### config.mk
export PLATFORM = sky130hd
export DESIGN_NAME = banked_regfile
export DESIGN_NICKNAME = d
export VERILOG_FILES = /design/src/rtl/brf_pkg.sv /design/src/rtl/brf_gpr_file.sv /design/src/rtl/brf_fpr_file.sv /design/src/rtl/brf_dbg_decode.sv /design/src/rtl/banked_regfile.sv
export SDC_FILE = /design/constraint.sdc
export NUM_CORES = 2
export LEC_CHECK = 0
export ABC_AREA = 1
export BUFFER_PORTS_ARGS = -buffer_cell sky130_fd_sc_hd__buf_4
export CORE_MARGIN = 2
export CORE_UTILIZATION = 50
export DETAILED_ROUTE_END_ITERATION = 6
export PLACE_DENSITY = 0.67
export SETUP_SLACK_MARGIN = 0.3
export SYNTH_ARGS = -nofsm -noshare
export SYNTH_HDL_FRONTEND = slang
export SYNTH_SLANG_ARGS = --single-unit
### constraint.sdc
create_clock -name clk -period 3.45 [get_ports clk]
set_input_delay 0.69 -clock clk [delete_from_list [all_inputs] [get_ports clk]]
set_output_delay 0.69 -clock clk [all_outputs]
set_load 0.1 [all_outputs]
### src/rtl/brf_pkg.sv
package brf_pkg;

    localparam int          CTRL_W     = 32;
    localparam int          PRIV_POS   = 30;
    localparam int          BSEL_POS   = 29;
    localparam int          FPSEL_POS  = 21;
    localparam logic [31:0] STAT_RESET = 32'h7000_00F0;
    localparam logic [31:0] FPC_RESET  = 32'h0000_0000;

    // Debug window: copies of banked registers start at this absolute index.
    localparam int DBG_COPY_BASE = 43;
    localparam int DBG_LIMIT     = 94;

    typedef enum logic [2:0] {
        DK_VISIBLE,
        DK_COPY0,
        DK_COPY1,
        DK_UNMAPPED,
        DK_INVALID
    } dbg_kind_e;

    typedef struct packed {
        logic alt_gpr;
        logic alt_fpr;
    } bank_sel_t;

    function automatic dbg_kind_e dbg_classify(input int di, input int nreg, input int nbank);
        if (di < 0 || di >= DBG_LIMIT)                                  return DK_INVALID;
        if (di < nreg)                                                  return DK_VISIBLE;
        if (di >= DBG_COPY_BASE && di < DBG_COPY_BASE + nbank)          return DK_COPY0;
        if (di >= DBG_COPY_BASE + nbank && di < DBG_COPY_BASE + 2*nbank) return DK_COPY1;
        return DK_UNMAPPED;
    endfunction

endpackage

### src/rtl/brf_gpr_file.sv
module brf_gpr_file #(
    parameter int DW    = 32,
    parameter int NREG  = 16,
    parameter int NBANK = 8,
    parameter int NRD   = 3,
    localparam int IW   = $clog2(NREG),
    localparam int LW   = $clog2(NBANK),
    localparam int NSH  = NREG - NBANK,
    localparam int HW   = (NSH > 1) ? $clog2(NSH) : 1
) (
    input  logic                     clk,
    input  logic                     rst,
    input  logic                     alt,
    input  logic [NRD-1:0][IW-1:0]   rd_idx,
    output logic [NRD-1:0][DW-1:0]   rd_data,
    input  logic                     wr_en,
    input  logic [IW-1:0]            wr_idx,
    input  logic [DW-1:0]            wr_data,
    input  logic                     copy_sel,
    input  logic [LW-1:0]            copy_idx,
    output logic [DW-1:0]            copy_data
);

    logic [DW-1:0] lo_q [2][NBANK];
    logic [DW-1:0] hi_q [NSH];

    function automatic logic [HW-1:0] hi_off(input logic [IW-1:0] i);
        logic [IW-1:0] d;
        d = i - IW'(NBANK);
        return d[HW-1:0];
    endfunction

    function automatic logic [DW-1:0] vis_read(input logic [IW-1:0] i);
        if (i < IW'(NBANK)) return lo_q[alt][i[LW-1:0]];
        return hi_q[hi_off(i)];
    endfunction

    // Writes use the selection registered before this edge.
    always_ff @(posedge clk) begin
        if (rst) begin
            for (int b = 0; b < 2; b++)
                for (int k = 0; k < NBANK; k++)
                    lo_q[b][k] <= '0;
            for (int k = 0; k < NSH; k++)
                hi_q[k] <= '0;
        end else if (wr_en) begin
            if (wr_idx < IW'(NBANK)) lo_q[alt][wr_idx[LW-1:0]] <= wr_data;
            else                     hi_q[hi_off(wr_idx)]       <= wr_data;
        end
    end

    for (genvar p = 0; p < NRD; p++) begin : g_rd
        assign rd_data[p] = vis_read(rd_idx[p]);
    end

    assign copy_data = lo_q[copy_sel][copy_idx];

endmodule

### src/rtl/brf_fpr_file.sv
module brf_fpr_file #(
    parameter int DW  = 32,
    parameter int NFP = 16,
    localparam int FIW = $clog2(NFP)
) (
    input  logic           clk,
    input  logic           rst,
    input  logic           alt,
    input  logic [FIW:0]   rd_idx,
    output logic [DW-1:0]  rd_data,
    input  logic           wr_en,
    input  logic [FIW:0]   wr_idx,
    input  logic [DW-1:0]  wr_data
);

    logic [DW-1:0] grp_q [2][NFP];

    // Front view is group 'alt', back view is the other group.
    logic rd_grp, wr_grp;
    assign rd_grp = alt ^ rd_idx[FIW];
    assign wr_grp = alt ^ wr_idx[FIW];

    always_ff @(posedge clk) begin
        if (rst) begin
            for (int g = 0; g < 2; g++)
                for (int k = 0; k < NFP; k++)
                    grp_q[g][k] <= '0;
        end else if (wr_en) begin
            grp_q[wr_grp][wr_idx[FIW-1:0]] <= wr_data;
        end
    end

    assign rd_data = grp_q[rd_grp][rd_idx[FIW-1:0]];

endmodule

### src/rtl/brf_dbg_decode.sv
module brf_dbg_decode
    import brf_pkg::*;
#(
    parameter int DW    = 32,
    parameter int DBG_W = 8,
    parameter int NREG  = 16,
    parameter int NBANK = 8,
    localparam int IW   = $clog2(NREG),
    localparam int LW   = $clog2(NBANK)
) (
    input  logic signed [DBG_W-1:0] dbg_idx,
    input  logic [DW-1:0]           vis_data,
    input  logic [DW-1:0]           copy_data,
    output logic [IW-1:0]           vis_idx,
    output logic                    copy_sel,
    output logic [LW-1:0]           copy_idx,
    output logic [DW-1:0]           dbg_data,
    output logic                    dbg_err
);

    int        di;
    dbg_kind_e kind;

    always_comb begin
        di       = int'(dbg_idx);
        kind     = dbg_classify(di, NREG, NBANK);
        vis_idx  = IW'(di);
        copy_sel = (kind == DK_COPY1);
        copy_idx = LW'(di - ((kind == DK_COPY1) ? (DBG_COPY_BASE + NBANK) : DBG_COPY_BASE));
        dbg_err  = (kind == DK_INVALID);
        unique case (kind)
            DK_VISIBLE:       dbg_data = vis_data;
            DK_COPY0, DK_COPY1: dbg_data = copy_data;
            default:          dbg_data = '0;
        endcase
    end

endmodule

### src/rtl/banked_regfile.sv
module banked_regfile
    import brf_pkg::*;
#(
    parameter int DW    = 32,
    parameter int NREG  = 16,
    parameter int NBANK = 8,
    parameter int NFP   = 16,
    parameter int DBG_W = 8,
    localparam int IW   = $clog2(NREG),
    localparam int LW   = $clog2(NBANK),
    localparam int FIW  = $clog2(NFP),
    localparam int NRD  = 3
) (
    input  logic                     clk,
    input  logic                     rst,
    input  logic [IW-1:0]            rd_a_idx,
    output logic [DW-1:0]            rd_a_data,
    input  logic [IW-1:0]            rd_b_idx,
    output logic [DW-1:0]            rd_b_data,
    input  logic                     wr_en,
    input  logic [IW-1:0]            wr_idx,
    input  logic [DW-1:0]            wr_data,
    input  logic                     sr_we,
    input  logic [CTRL_W-1:0]        sr_wdata,
    output logic [CTRL_W-1:0]        sr_q,
    input  logic                     fpc_we,
    input  logic [CTRL_W-1:0]        fpc_wdata,
    output logic [CTRL_W-1:0]        fpc_q,
    input  logic [FIW:0]             fp_rd_idx,
    output logic [DW-1:0]            fp_rd_data,
    input  logic                     fp_we,
    input  logic [FIW:0]             fp_wr_idx,
    input  logic [DW-1:0]            fp_wr_data,
    input  logic signed [DBG_W-1:0]  dbg_idx,
    output logic [DW-1:0]            dbg_data,
    output logic                     dbg_err
);

    bank_sel_t sel;

    always_ff @(posedge clk) begin
        if (rst) begin
            sr_q  <= STAT_RESET;
            fpc_q <= FPC_RESET;
        end else begin
            if (sr_we)  sr_q  <= sr_wdata;
            if (fpc_we) fpc_q <= fpc_wdata;
        end
    end

    assign sel.alt_gpr = sr_q[PRIV_POS] & sr_q[BSEL_POS];
    assign sel.alt_fpr = fpc_q[FPSEL_POS];

    logic [NRD-1:0][IW-1:0] gpr_rd_idx;
    logic [NRD-1:0][DW-1:0] gpr_rd_data;
    logic [IW-1:0]          dbg_vis_idx;
    logic                   dbg_copy_sel;
    logic [LW-1:0]          dbg_copy_idx;
    logic [DW-1:0]          dbg_copy_data;

    assign gpr_rd_idx = {dbg_vis_idx, rd_b_idx, rd_a_idx};
    assign rd_a_data  = gpr_rd_data[0];
    assign rd_b_data  = gpr_rd_data[1];

    brf_gpr_file #(.DW(DW), .NREG(NREG), .NBANK(NBANK), .NRD(NRD)) u_gpr (
        .clk       (clk),
        .rst       (rst),
        .alt       (sel.alt_gpr),
        .rd_idx    (gpr_rd_idx),
        .rd_data   (gpr_rd_data),
        .wr_en     (wr_en),
        .wr_idx    (wr_idx),
        .wr_data   (wr_data),
        .copy_sel  (dbg_copy_sel),
        .copy_idx  (dbg_copy_idx),
        .copy_data (dbg_copy_data)
    );

    brf_fpr_file #(.DW(DW), .NFP(NFP)) u_fpr (
        .clk     (clk),
        .rst     (rst),
        .alt     (sel.alt_fpr),
        .rd_idx  (fp_rd_idx),
        .rd_data (fp_rd_data),
        .wr_en   (fp_we),
        .wr_idx  (fp_wr_idx),
        .wr_data (fp_wr_data)
    );

    brf_dbg_decode #(.DW(DW), .DBG_W(DBG_W), .NREG(NREG), .NBANK(NBANK)) u_dbg (
        .dbg_idx   (dbg_idx),
        .vis_data  (gpr_rd_data[2]),
        .copy_data (dbg_copy_data),
        .vis_idx   (dbg_vis_idx),
        .copy_sel  (dbg_copy_sel),
        .copy_idx  (dbg_copy_idx),
        .dbg_data  (dbg_data),
        .dbg_err   (dbg_err)
    );

endmodule

==> flow_summary.toml <==
[floorplanning]
die_h_um = 437
rows = 158
die_w_um = 437
die-area_um2 = 191000
initial_core_util_pct = 50.4
core_um2 = 186000
num_io_pins = 357

[synth]
synthCells = 10300
yosys.area.top_type_share_pct = 57.4
synth_area_leaders = "edfxtp_1 57%, nor2_1 7.5%, o21ai_0 7.0%"
yosysTopAreaCell = "edfxtp_1"
yosysWarningCount = 0
ys_seq_area_share_pct = 58.8
yosysUniqueCellTypes = 42
synth_nets = 10400
synth_area_per_cell_um2 = 9.13
synth-seq-cells = 1856
syn_area_um2 = 93700

[placement]
place_area_um2 = 104000
dpl.hpwl_um = 239000
io_buffers = 356
gp_congestion = 0.990

[worst_hold_path]
hold_depth = 3
hold_end = "fpc_q[3]"
hold_class = "in2reg"
hold_path_startpoint = "fpc_wdata[3]"

[clock_network]
cts-root-buf = "clkbuf_16"
cts_buffer_depth = 3
htreeDepth = 4
ctsHoldBuffers = 0
cts_buffers = 198
clkLatencyLatePin_ns = 0.89
cts_sinks = 1856
path_clk_slew_ns = 0.06
cts_tree = "done"

[critical_path]
worstPathRequired_ns = 2.76
critical_path.top_delay_family = "compound AO/OA/AOI/OAI gates"
crit_slowest_cell = "o211ai_1"
path_cells = "nand2_8, buf_12, buf_8, nand2_2, o21ai_2, inv_1, nand2_1, o21ai_2, o22ai_2, o211ai_1, nand2_2, buf_12"
crit_path_max_fanout = 5
cp.depth = 12
crit_arrival_ns = 4.21
worst_r2r_endpoint = "u_gpr.lo_q[0][220]"
reg2reg_slack_ns = 0.35
crit_buf_inv = 4
setup.worst_path.start_class = "flop"
r2r_cells = 11
worst_path_largest_cell_delay_ns = 1.33
rr_startpoint = "sr_q[30]"
path_class = "reg2out"
critPathCaptureType = "primary output"

[timing]
slew_viol_final = 2
layout_setup_ws_ns = -1.45
hold_violations = 0
final.min_clock_period_ns = 4.90
fmaxAchievable_ghz = 0.204
holdWs_ns = 0.0235
skew_ns = 0.0192
setup_viol = 128
tightest_slew_ns = 1.72
relSlewSlack_pct = -15.4
fin_crit_sh_pct = 142
rsz0062_at_grt = "yes"

[detailed_routing]
routed_wirelength_um = 422000
wl_per_cell_um = 31.2
ant_nets = 0
viasPerCell = 6.64
met2RoutedLength_um = 188000
drt-pass1-iter-count = 7
drt-met1-wl_um = 134000
post-route-drc-count = 6
top_layer = "met5"
wl_met3_um = 53900
drt_iter0_drc = 14200
vias = 89800

[power_and_ir_drop]
ir_worst_vdd_mv = 0.502
power_mw = 61.6
power.density_nw_per_um2 = 513
leakage_nw = 46.6

[cells_and_area]
final_area_um2 = 120000
multi_input_area_um2 = 37600
final_cell_mix = "1,830 x nor2_1, 1,792 x edfxtp_1, 1,266 x nand2_1"
fillCellCount = 14500
final_common_cell = "nor2_1"
regArea_um2 = 55100
syn_to_final_growth_pct = 28.3
nets = 11000
final_core_util_pct = 64.7
drive_above_1_share_pct = 22.2

[grt]
antenna_found_initial = 4
overflow = 0
grt_pass1_wl_um = 579000
grt_pass1_vias = 83600
grt.total_usage_pct = 41.6
grt_max_degree = 113

[flow_run]
maxCapViolations = 1

[outcome]
outcome = "finished, violations left"
violations = "DRC, capacitance limit, slew limit, setup timing"
-- where the power goes --
part           leakage (nW)  switching (mW)  total [mW]  internal [mW]
clock                  3.09            9.36        21.4           12.0
sequential             19.1           0.465        26.2           25.8
combinational          24.4            9.26        14.0           4.74
-- per-stage QoR --
step	instances	TNS [ns]	setup slack, ns
2_1_floorplan	10300	0	0.199
3_3_place_gp	12800	-5.02	-0.297
3_5_place_dp	12800	-5.18	-0.262
4_1_cts	13300	-47.19	-0.550
5_1_grt	13500	-59.84	-1.23
6_report	13500	-53.24	-1.45
-- cells in the mapped netlist (all sizes together) --
library cell / number
o21bai: 192
o21a: 1
a21boi: 1
nand3: 1035
buf: 321
o211ai: 316
or2: 12
clkinv: 37
nand2: 1762
mux2i: 5
o311ai: 14
ha: 2
xnor2: 1
o21ai: 1341
inv: 272
nand4: 14
nor4: 2
a32o: 13
edfxtp: 1792
a221oi: 15
nor2: 1875
dfxtp: 64
clkbuf: 594
nor3: 13
o221ai: 135
o31ai: 2
o22ai: 31
a22o: 9
a21oi: 384
-- how the worst max path moves through the flow --
stage | start | endpoint | slack [ns]
final | sr_q[29] | rd_b_data[12] | -1.45
after floorplan | rst | u_fpr.grp_q[1][0] | 0.20
after global routing | sr_q[29] | rd_b_data[12] | -1.23
after global placement | dbg_idx[0] | dbg_data[14] | -0.30
after detailed placement | dbg_idx[1] | dbg_data[23] | -0.26
after CTS | sr_q[29] | rd_b_data[12] | -0.55
-- timing repair --
action                                  4_1_cts  5_1_grt
pin swaps                                    98      454
resized for setup                           572     1254
cloned                                       33       57
endpoints found under the setup margin      128      128
setup buffers                                63      146
-- registers in the layout, summed over array words and instances (netlist names) --
register,flops
u_gpr.hi_q,256
u_fpr.grp_q,1024
sr_q,32
u_gpr.lo_q,512
fpc_q,32
-- tightest hold or removal path: stages --
cell and delay, ns:
buf_4 0.08, nor2_1 0.03, nor2_1 0.08
-- routing by layer --
| metal | track usage, % | up-vias |
|---|---|---|
| li1 | - | 37300 |
| met1 | 48.2 | 42600 |
| met2 | 64.4 | 7646 |
| met3 | 10.1 | 2230 |
| met4 | 37.0 | 2 |
| met5 | 0 | - |
-- cell families (layout without fill, tap and decap cells) --
family                     Yosys count  count (layout)  share of synthesized area [%]
buffers and inverters             1224            1995                           5.39
other                                0               5                              0
adders and majority gates            2               2                         0.0267
AOI/OAI and AO/OA                 2454            2454                           15.3
DFF                               1856            1856                           58.8
xor gates and xnor gates             1               1                        0.00935
and+or+nand+nor                   4713            4715                           20.4
muxes                                5               5                         0.0534
-- final cells by class --
cell class	count	share of cell area, %
clock inverter	113	0.914
clock buffer	249	4.37
antenna	5	0.0104
tap	2480	2.58
multi-input combinational	7177	31.3
timing repair buffer	1322	14.0
inverter	309	1.03
timing repair inverter	2	0.0302
sequential	1856	45.8
Power figures use the tool's default switching activity.
